==> src/rtl/pcs_pkg.sv <==
package pcs_pkg;
  localparam logic [3:0] CMD_MR  = 4'b0110;
  localparam logic [3:0] CMD_MRM = 4'b1100;
  localparam logic [3:0] CMD_MRL = 4'b1110;
  localparam logic [3:0] CMD_MW  = 4'b0111;
  localparam logic [3:0] CMD_MWI = 4'b1111;

  typedef enum logic [1:0] {
    TERM_DONE  = 2'd0,
    TERM_RETRY = 2'd1,
    TERM_DISC  = 2'd2
  } term_t;
endpackage

==> src/rtl/pcs_line_geom.sv <==
module pcs_line_geom #(
  parameter int ADDR_W = 32,
  parameter int LINE_W = 8,
  parameter int CNT_W  = 16
) (
  input  logic              cache_mode,
  input  logic [LINE_W-1:0] line_words,
  input  logic [LINE_W-1:0] burst_words,
  input  logic [ADDR_W-1:0] addr,
  input  logic [CNT_W-1:0]  remain_words,
  output logic              line_legal,
  output logic              line_ok,
  output logic              two_lines,
  output logic [CNT_W-1:0]  blen
);
  localparam int MAX_LOG = 7;
  localparam int NPOW    = (LINE_W - 1 < MAX_LOG) ? LINE_W - 1 : MAX_LOG;

  logic [NPOW:1]     pow_hit;
  logic [LINE_W-1:0] word_lo;
  logic [LINE_W-1:0] offset;
  logic [LINE_W:0]   to_bound;
  logic              aligned;

  genvar k;
  generate
    for (k = 1; k <= NPOW; k++) begin : g_pow
      assign pow_hit[k] = (line_words == LINE_W'(1 << k));
    end
  endgenerate

  assign line_legal = |pow_hit;
  assign word_lo    = addr[LINE_W+1:2];
  assign offset     = word_lo & (line_words - LINE_W'(1));
  assign aligned    = (offset == '0);
  assign to_bound   = {1'b0, line_words} - {1'b0, offset};

  assign line_ok = line_legal && aligned
                && (line_words <= burst_words)
                && ({{(CNT_W-LINE_W){1'b0}}, burst_words} <= remain_words);

  assign two_lines = ({1'b0, remain_words}) >=
                     ({{(CNT_W-LINE_W){1'b0}}, line_words, 1'b0});

  always_comb begin
    blen = {{(CNT_W-LINE_W){1'b0}}, burst_words};
    if (cache_mode && line_legal &&
        ({{(CNT_W-LINE_W-1){1'b0}}, to_bound} < blen))
      blen = {{(CNT_W-LINE_W-1){1'b0}}, to_bound};
    if (remain_words < blen)
      blen = remain_words;
  end
endmodule

==> src/rtl/pcs_read_pick.sv <==
module pcs_read_pick
  import pcs_pkg::*;
(
  input  logic       op_fetch,
  input  logic       cache_mode,
  input  logic       rd_line_en,
  input  logic       rd_mult_en,
  input  logic       line_ok,
  input  logic       two_lines,
  output logic [3:0] rd_cmd
);
  always_comb begin
    rd_cmd = CMD_MR;
    if (!op_fetch) begin
      if (cache_mode) begin
        if (rd_mult_en && line_ok && two_lines)
          rd_cmd = CMD_MRM;
        else if (rd_line_en && line_ok)
          rd_cmd = CMD_MRL;
      end else if (rd_line_en) begin
        rd_cmd = CMD_MRL;
      end
    end
  end
endmodule

==> src/rtl/pcs_write_pick.sv <==
module pcs_write_pick
  import pcs_pkg::*;
(
  input  logic       clk,
  input  logic       rst,
  input  logic       own_req,
  input  logic       is_write,
  input  logic       cache_mode,
  input  logic       wr_inv_en,
  input  logic       line_ok,
  input  logic       term_valid,
  input  logic [1:0] term_kind,
  output logic [3:0] wr_cmd
);
  logic last_inv;
  logic retry_pend;

  always_comb begin
    wr_cmd = CMD_MW;
    if (cache_mode && wr_inv_en && (retry_pend || line_ok))
      wr_cmd = CMD_MWI;
  end

  always_ff @(posedge clk) begin
    if (rst) begin
      last_inv   <= 1'b0;
      retry_pend <= 1'b0;
    end else if (own_req && is_write) begin
      last_inv   <= (wr_cmd == CMD_MWI);
      retry_pend <= 1'b0;
    end else if (own_req) begin
      last_inv   <= 1'b0;
    end else if (term_valid) begin
      retry_pend <= (term_kind == TERM_RETRY) && last_inv;
    end
  end
endmodule

==> src/rtl/pcs_cmd_select.sv <==
module pcs_cmd_select
  import pcs_pkg::*;
#(
  parameter int ADDR_W = 32,
  parameter int LINE_W = 8,
  parameter int CNT_W  = 16
) (
  input  logic              clk,
  input  logic              rst,
  input  logic              own_req,
  input  logic              is_write,
  input  logic              op_fetch,
  input  logic              cache_mode,
  input  logic              rd_line_en,
  input  logic              rd_mult_en,
  input  logic              wr_inv_en,
  input  logic [LINE_W-1:0] line_words,
  input  logic [LINE_W-1:0] burst_words,
  input  logic [ADDR_W-1:0] addr,
  input  logic [CNT_W-1:0]  remain_words,
  input  logic              term_valid,
  input  logic [1:0]        term_kind,
  output logic              cmd_valid,
  output logic [3:0]        cmd_code,
  output logic [CNT_W-1:0]  burst_words_out
);
  logic             line_legal;
  logic             line_ok;
  logic             two_lines;
  logic [CNT_W-1:0] blen;
  logic [3:0]       rd_cmd;
  logic [3:0]       wr_cmd;

  pcs_line_geom #(.ADDR_W(ADDR_W), .LINE_W(LINE_W), .CNT_W(CNT_W)) u_geom (
    .cache_mode   (cache_mode),
    .line_words   (line_words),
    .burst_words  (burst_words),
    .addr         (addr),
    .remain_words (remain_words),
    .line_legal   (line_legal),
    .line_ok      (line_ok),
    .two_lines    (two_lines),
    .blen         (blen)
  );

  pcs_read_pick u_rd (
    .op_fetch   (op_fetch),
    .cache_mode (cache_mode),
    .rd_line_en (rd_line_en),
    .rd_mult_en (rd_mult_en),
    .line_ok    (line_ok),
    .two_lines  (two_lines),
    .rd_cmd     (rd_cmd)
  );

  pcs_write_pick u_wr (
    .clk        (clk),
    .rst        (rst),
    .own_req    (own_req),
    .is_write   (is_write),
    .cache_mode (cache_mode),
    .wr_inv_en  (wr_inv_en),
    .line_ok    (line_ok),
    .term_valid (term_valid),
    .term_kind  (term_kind),
    .wr_cmd     (wr_cmd)
  );

  always_ff @(posedge clk) begin
    if (rst) begin
      cmd_valid       <= 1'b0;
      cmd_code        <= 4'b0000;
      burst_words_out <= '0;
    end else begin
      cmd_valid <= own_req;
      if (own_req) begin
        cmd_code        <= is_write ? wr_cmd : rd_cmd;
        burst_words_out <= blen;
      end
    end
  end
endmodule

==> config.mk <==
export PLATFORM = sky130hd
export DESIGN_NAME = pcs_cmd_select
export DESIGN_NICKNAME = d
export VERILOG_FILES = /design/src/rtl/pcs_pkg.sv /design/src/rtl/pcs_line_geom.sv /design/src/rtl/pcs_read_pick.sv /design/src/rtl/pcs_write_pick.sv /design/src/rtl/pcs_cmd_select.sv
export SDC_FILE = /design/constraint.sdc
export NUM_CORES = 1
export LEC_CHECK = 0
export BUFFER_PORTS_ARGS = -buffer_cell sky130_fd_sc_hd__buf_2
export CAP_MARGIN = 20
export CORE_ASPECT_RATIO = 0.6
export CORE_UTILIZATION = 50
export DETAILED_ROUTE_END_ITERATION = 7
export MAX_ROUTING_LAYER = met4
export PLACE_DENSITY = 0.81
export RECOVER_POWER = 100
export SYNTH_ARGS = -nofsm -noshare
export SYNTH_HDL_FRONTEND = slang
export SYNTH_SLANG_ARGS = --single-unit
==> constraint.sdc <==
create_clock -name clk -period 7.8 [get_ports clk]
set_clock_uncertainty 0.15 [all_clocks]
set_input_delay 1.56 -clock clk [delete_from_list [all_inputs] [get_ports clk]]
set_output_delay 1.56 -clock clk [all_outputs]
set_load 0.02 [all_outputs]
==> flow_summary.yaml <==
sta:
  fin_ws_ns: 0.583
  fin_crit_sh_pct: 92.5
  rsz0062_at_grt: "no"
  tns_ns: 0
  min_period_ns: 7.22
  tightest_slew_ns: 1.10
  holdWs_ns: 0.315
  relSlewSlack_pct: 26.4
  finalSetupViolations: 0
  fmax_mhz: 139
  slew_viol_final: 0
  hold_viol: 0
yosys:
  avgSynthCellArea_sq_um: 8.02
  synth_top_area_cell: "ha_1"
  yosys_warnings: 0
  synth.area.mux_share_pct: 4.15
  synth.distinct_cells: 61
  synth.top_cell.area_share_pct: 21.7
  synth-simple-area-share_pct: 24.6
  synthXorXnorAreaFrac_pct: 4.06
  syn_area_sq_um: 2590
  ys_async_sr_fraction_pct: 0
  synth_compound_area_share_pct: 21.7
  synth_fa_ha_area_share_pct: 22.1
  synthCells: 323
  synth_top_family_by_area: "simple AND/OR/NAND/NOR gates"
  ys_ff_latch: 23
  synth.net_count: 444
  yosys-top-cells-area: "ha_1, dfxtp_1, a21oi_1, inv_1, nand2_1"
  synth_common_cells: "ha_1, inv_1, nand2_1"
  synth_seq_area_share_pct: 17.8
  ys.flop_type: "dfxtp_1"
  synth_edf_count: 0
  yosysMostFrequentCell: "ha_1"
drt:
  wire_per_inst_microns: 14.6
  drt_pass1_iterations: 5
  drc: 0
  ant_nets: 0
  post_drt_via_cell_ratio: 5.74
  drt_iter0_markers: 177
  wirelength_mm: 6.66
  vias: 2616
grt:
  antenna_found_initial: 0
  gr-usage-met1_pct: 39.0
  grt_overflow: 0
  grt_pass1_wl_mm: 10.8
  grt_pass1_vias: 2372
  met3_usage_pct: 3.94
  busiest_layer: "met1"
  met2_usage_pct: 37.5
  grt_max_degree: 31
  track_usage_pct: 25.9
final_layout:
  nNetsFinal: 515
  diodes: 0
  area_delta_synth_final_pct: 16.8
  fin_cells: 456
  drive_gt1_share_pct: 18.3
pwr:
  p_seq_share_pct: 36.0
  p_per_area_nw_per_um2: 114
  ir_drop_v: 0.000102
  p_int_uw: 220
  clkPwrFrac_pct: 21.0
  pwr-share-comb_pct: 43.0
  power_uw: 344
  swShare_pct: 36.1
  p_leak_uw: 0.00146
  p_switching_uw: 124
status:
  status: "finished clean"
critical_path:
  worstPathMaxFanout: 8
  r2r-start: "burst_words_out[1]"
  worst_setup_path_end_kind: "flop"
  cpMaxStageDelayCell: "a2111oi_4"
  crit_path_cell_trace: "clkbuf_1, inv_1, ha_1, nand2b_1, a21oi_1, o21ai_0, xnor2_1, ha_1, and3_1, a221o_1, a21oi_1, o21ai_1, a2111oi_4, nand2_2, a32oi_1, o21ai_1, ha_1, nand4_1, o211ai_1, nor2_1, or2_2, a31oi_4, mux2_4, a211oi_2"
  cp.arrival_ns: 7.26
  regToRegSetupSlack_ns: 6.69
  r2r-end: "burst_words_out[1]"
  reg2reg_depth: 2
  cpPeakStageDelay_ns: 0.39
  cp.required_ns: 7.84
  startpoint_type: "primary input"
  path_class: "in -> reg"
  cp_common_cell: "ha_1"
flow_run:
  maxCapViolCount: 0
die:
  core_area_sq_um: 4780
  start_util_pct: 54.2
  boundaryPins: 97
  die_x_microns: 94.9
  dieArea_sq_um: 5480
  die_h_microns: 57.8
  row_count: 19
clocking:
  clock_latency_ns: 0.26
  postCtsSetupBuffers: 0
  holdBufCountCts: 0
  cts_resized: 0
  cts_buffers: 3
  clockBufferDepth: 2
  cts.clk_slew.worst_paths_ns: 0.08
  cts.sinks: 23
  cts_tree: "built"
  root_buffer: "clkbuf_8"
  htree_num_levels: 1
min_path:
  hold_depth: 1
  worstHoldStart: "burst_words_out[15]"
  hold_end: "burst_words_out[15]"
  hold_class: "reg -> reg"
placed_design:
  place_ws_ns: 0.624
  place.gp.congestion: 0.902
  io_buffer_count: 72
  dp_cells: 452
  dpl.hpwl_mm: 5.57
metrics by stage:
stage	util, %	area (sq um)
2_1_floorplan	-	2590
3_3_place_gp	63.0	3010
4_1_cts	63.9	3050
6_report	63.3	3030
3_5_place_dp	63.0	3010
5_1_grt	63.3	3030
per-layer routing:
| metal | share of wire [%] | wire length, microns | up-vias |
|---|---|---|---|
| met5 | 0 | 0 | - |
| met4 | 0.26 | 17 | 0 |
| met2 | 40 | 2660 | 102 |
| met1 | 52 | 3440 | 1193 |
| met3 | 8.0 | 533 | 2 |
| li1 | - | - | 1319 |
power groups by stage:
stage / Combinational [uW] / Clock [uW] / Sequential, uW
2_1_floorplan: 91.8 / 0 / 132
3_3_place_gp: 140 / 0 / 126
3_5_place_dp: 146 / 0 / 126
4_1_cts: 147 / 72.3 / 124
5_1_grt: 165 / 77.4 / 124
6_report: 148 / 72.0 / 124
area by class of cell:
type                    instances  area (sq um)
flip-flops and latches         23           460
inverters                      26          97.6
well taps                      63          78.8
fillers                       430          1750
repair buffers                 75           354
clock buffers                   4          45.0
multi-input cells             265          1990
cells by family (layout without fill, tap and decap cells):
kind of cell | count (synthesis) | in the layout
AOI/OAI and AO/OA | 80 | 80
xor gates and xnor gates | 12 | 12
adders and majority gates | 46 | 46
buffers and inverters | 35 | 105
DFF | 23 | 23
muxes | 10 | 10
other | 1 | 1
and+or+nand+nor | 116 | 116
sequential cells by signal, summed over array words and instances (netlist names):
signal,cells
burst_words_out,16
cmd_code,4
cmd_valid,1
u_wr.last_inv,1
u_wr.retry_pend,1
worst max path at each step:
| stage | slack, ns | to | start |
|---|---|---|---|
| 2_1_floorplan | 1.28 | burst_words_out[4] | line_words[0] |
| 3_3_place_gp | 0.69 | burst_words_out[4] | line_words[0] |
| 4_1_cts | 0.88 | burst_words_out[4] | line_words[0] |
| 5_1_grt | 0.24 | burst_words_out[4] | line_words[0] |
| 3_5_place_dp | 0.62 | burst_words_out[4] | line_words[0] |
| 6_report | 0.58 | burst_words_out[4] | line_words[0] |
layout by cell type, fill, tap and decap left out, drive strengths merged, types with 5 or more instances in the layout:
cell type  instances
a21o               8
nor2              22
or3b               7
xnor2              7
inv               26
nand3              8
nor3               6
a21oi             20
nand3b             7
xor2               5
nand4              6
buf               52
ha                45
nor2b              5
dfxtp             23
mux2i              7
nand2             25
nand2b            10
clkbuf            27
and2               9
o311ai             5
o21ai             21
worst max-delay path, delay by kind of cell:
family | cells | cell delay, ns
compound gates | 11 | 2.51
xor+xnor | 1 | 0.30
fa+ha+maj | 3 | 0.91
buf+inv | 2 | 0.47
mux | 1 | 0.33
simple gates | 6 | 1.16
(Power assumes the default switching activity.)
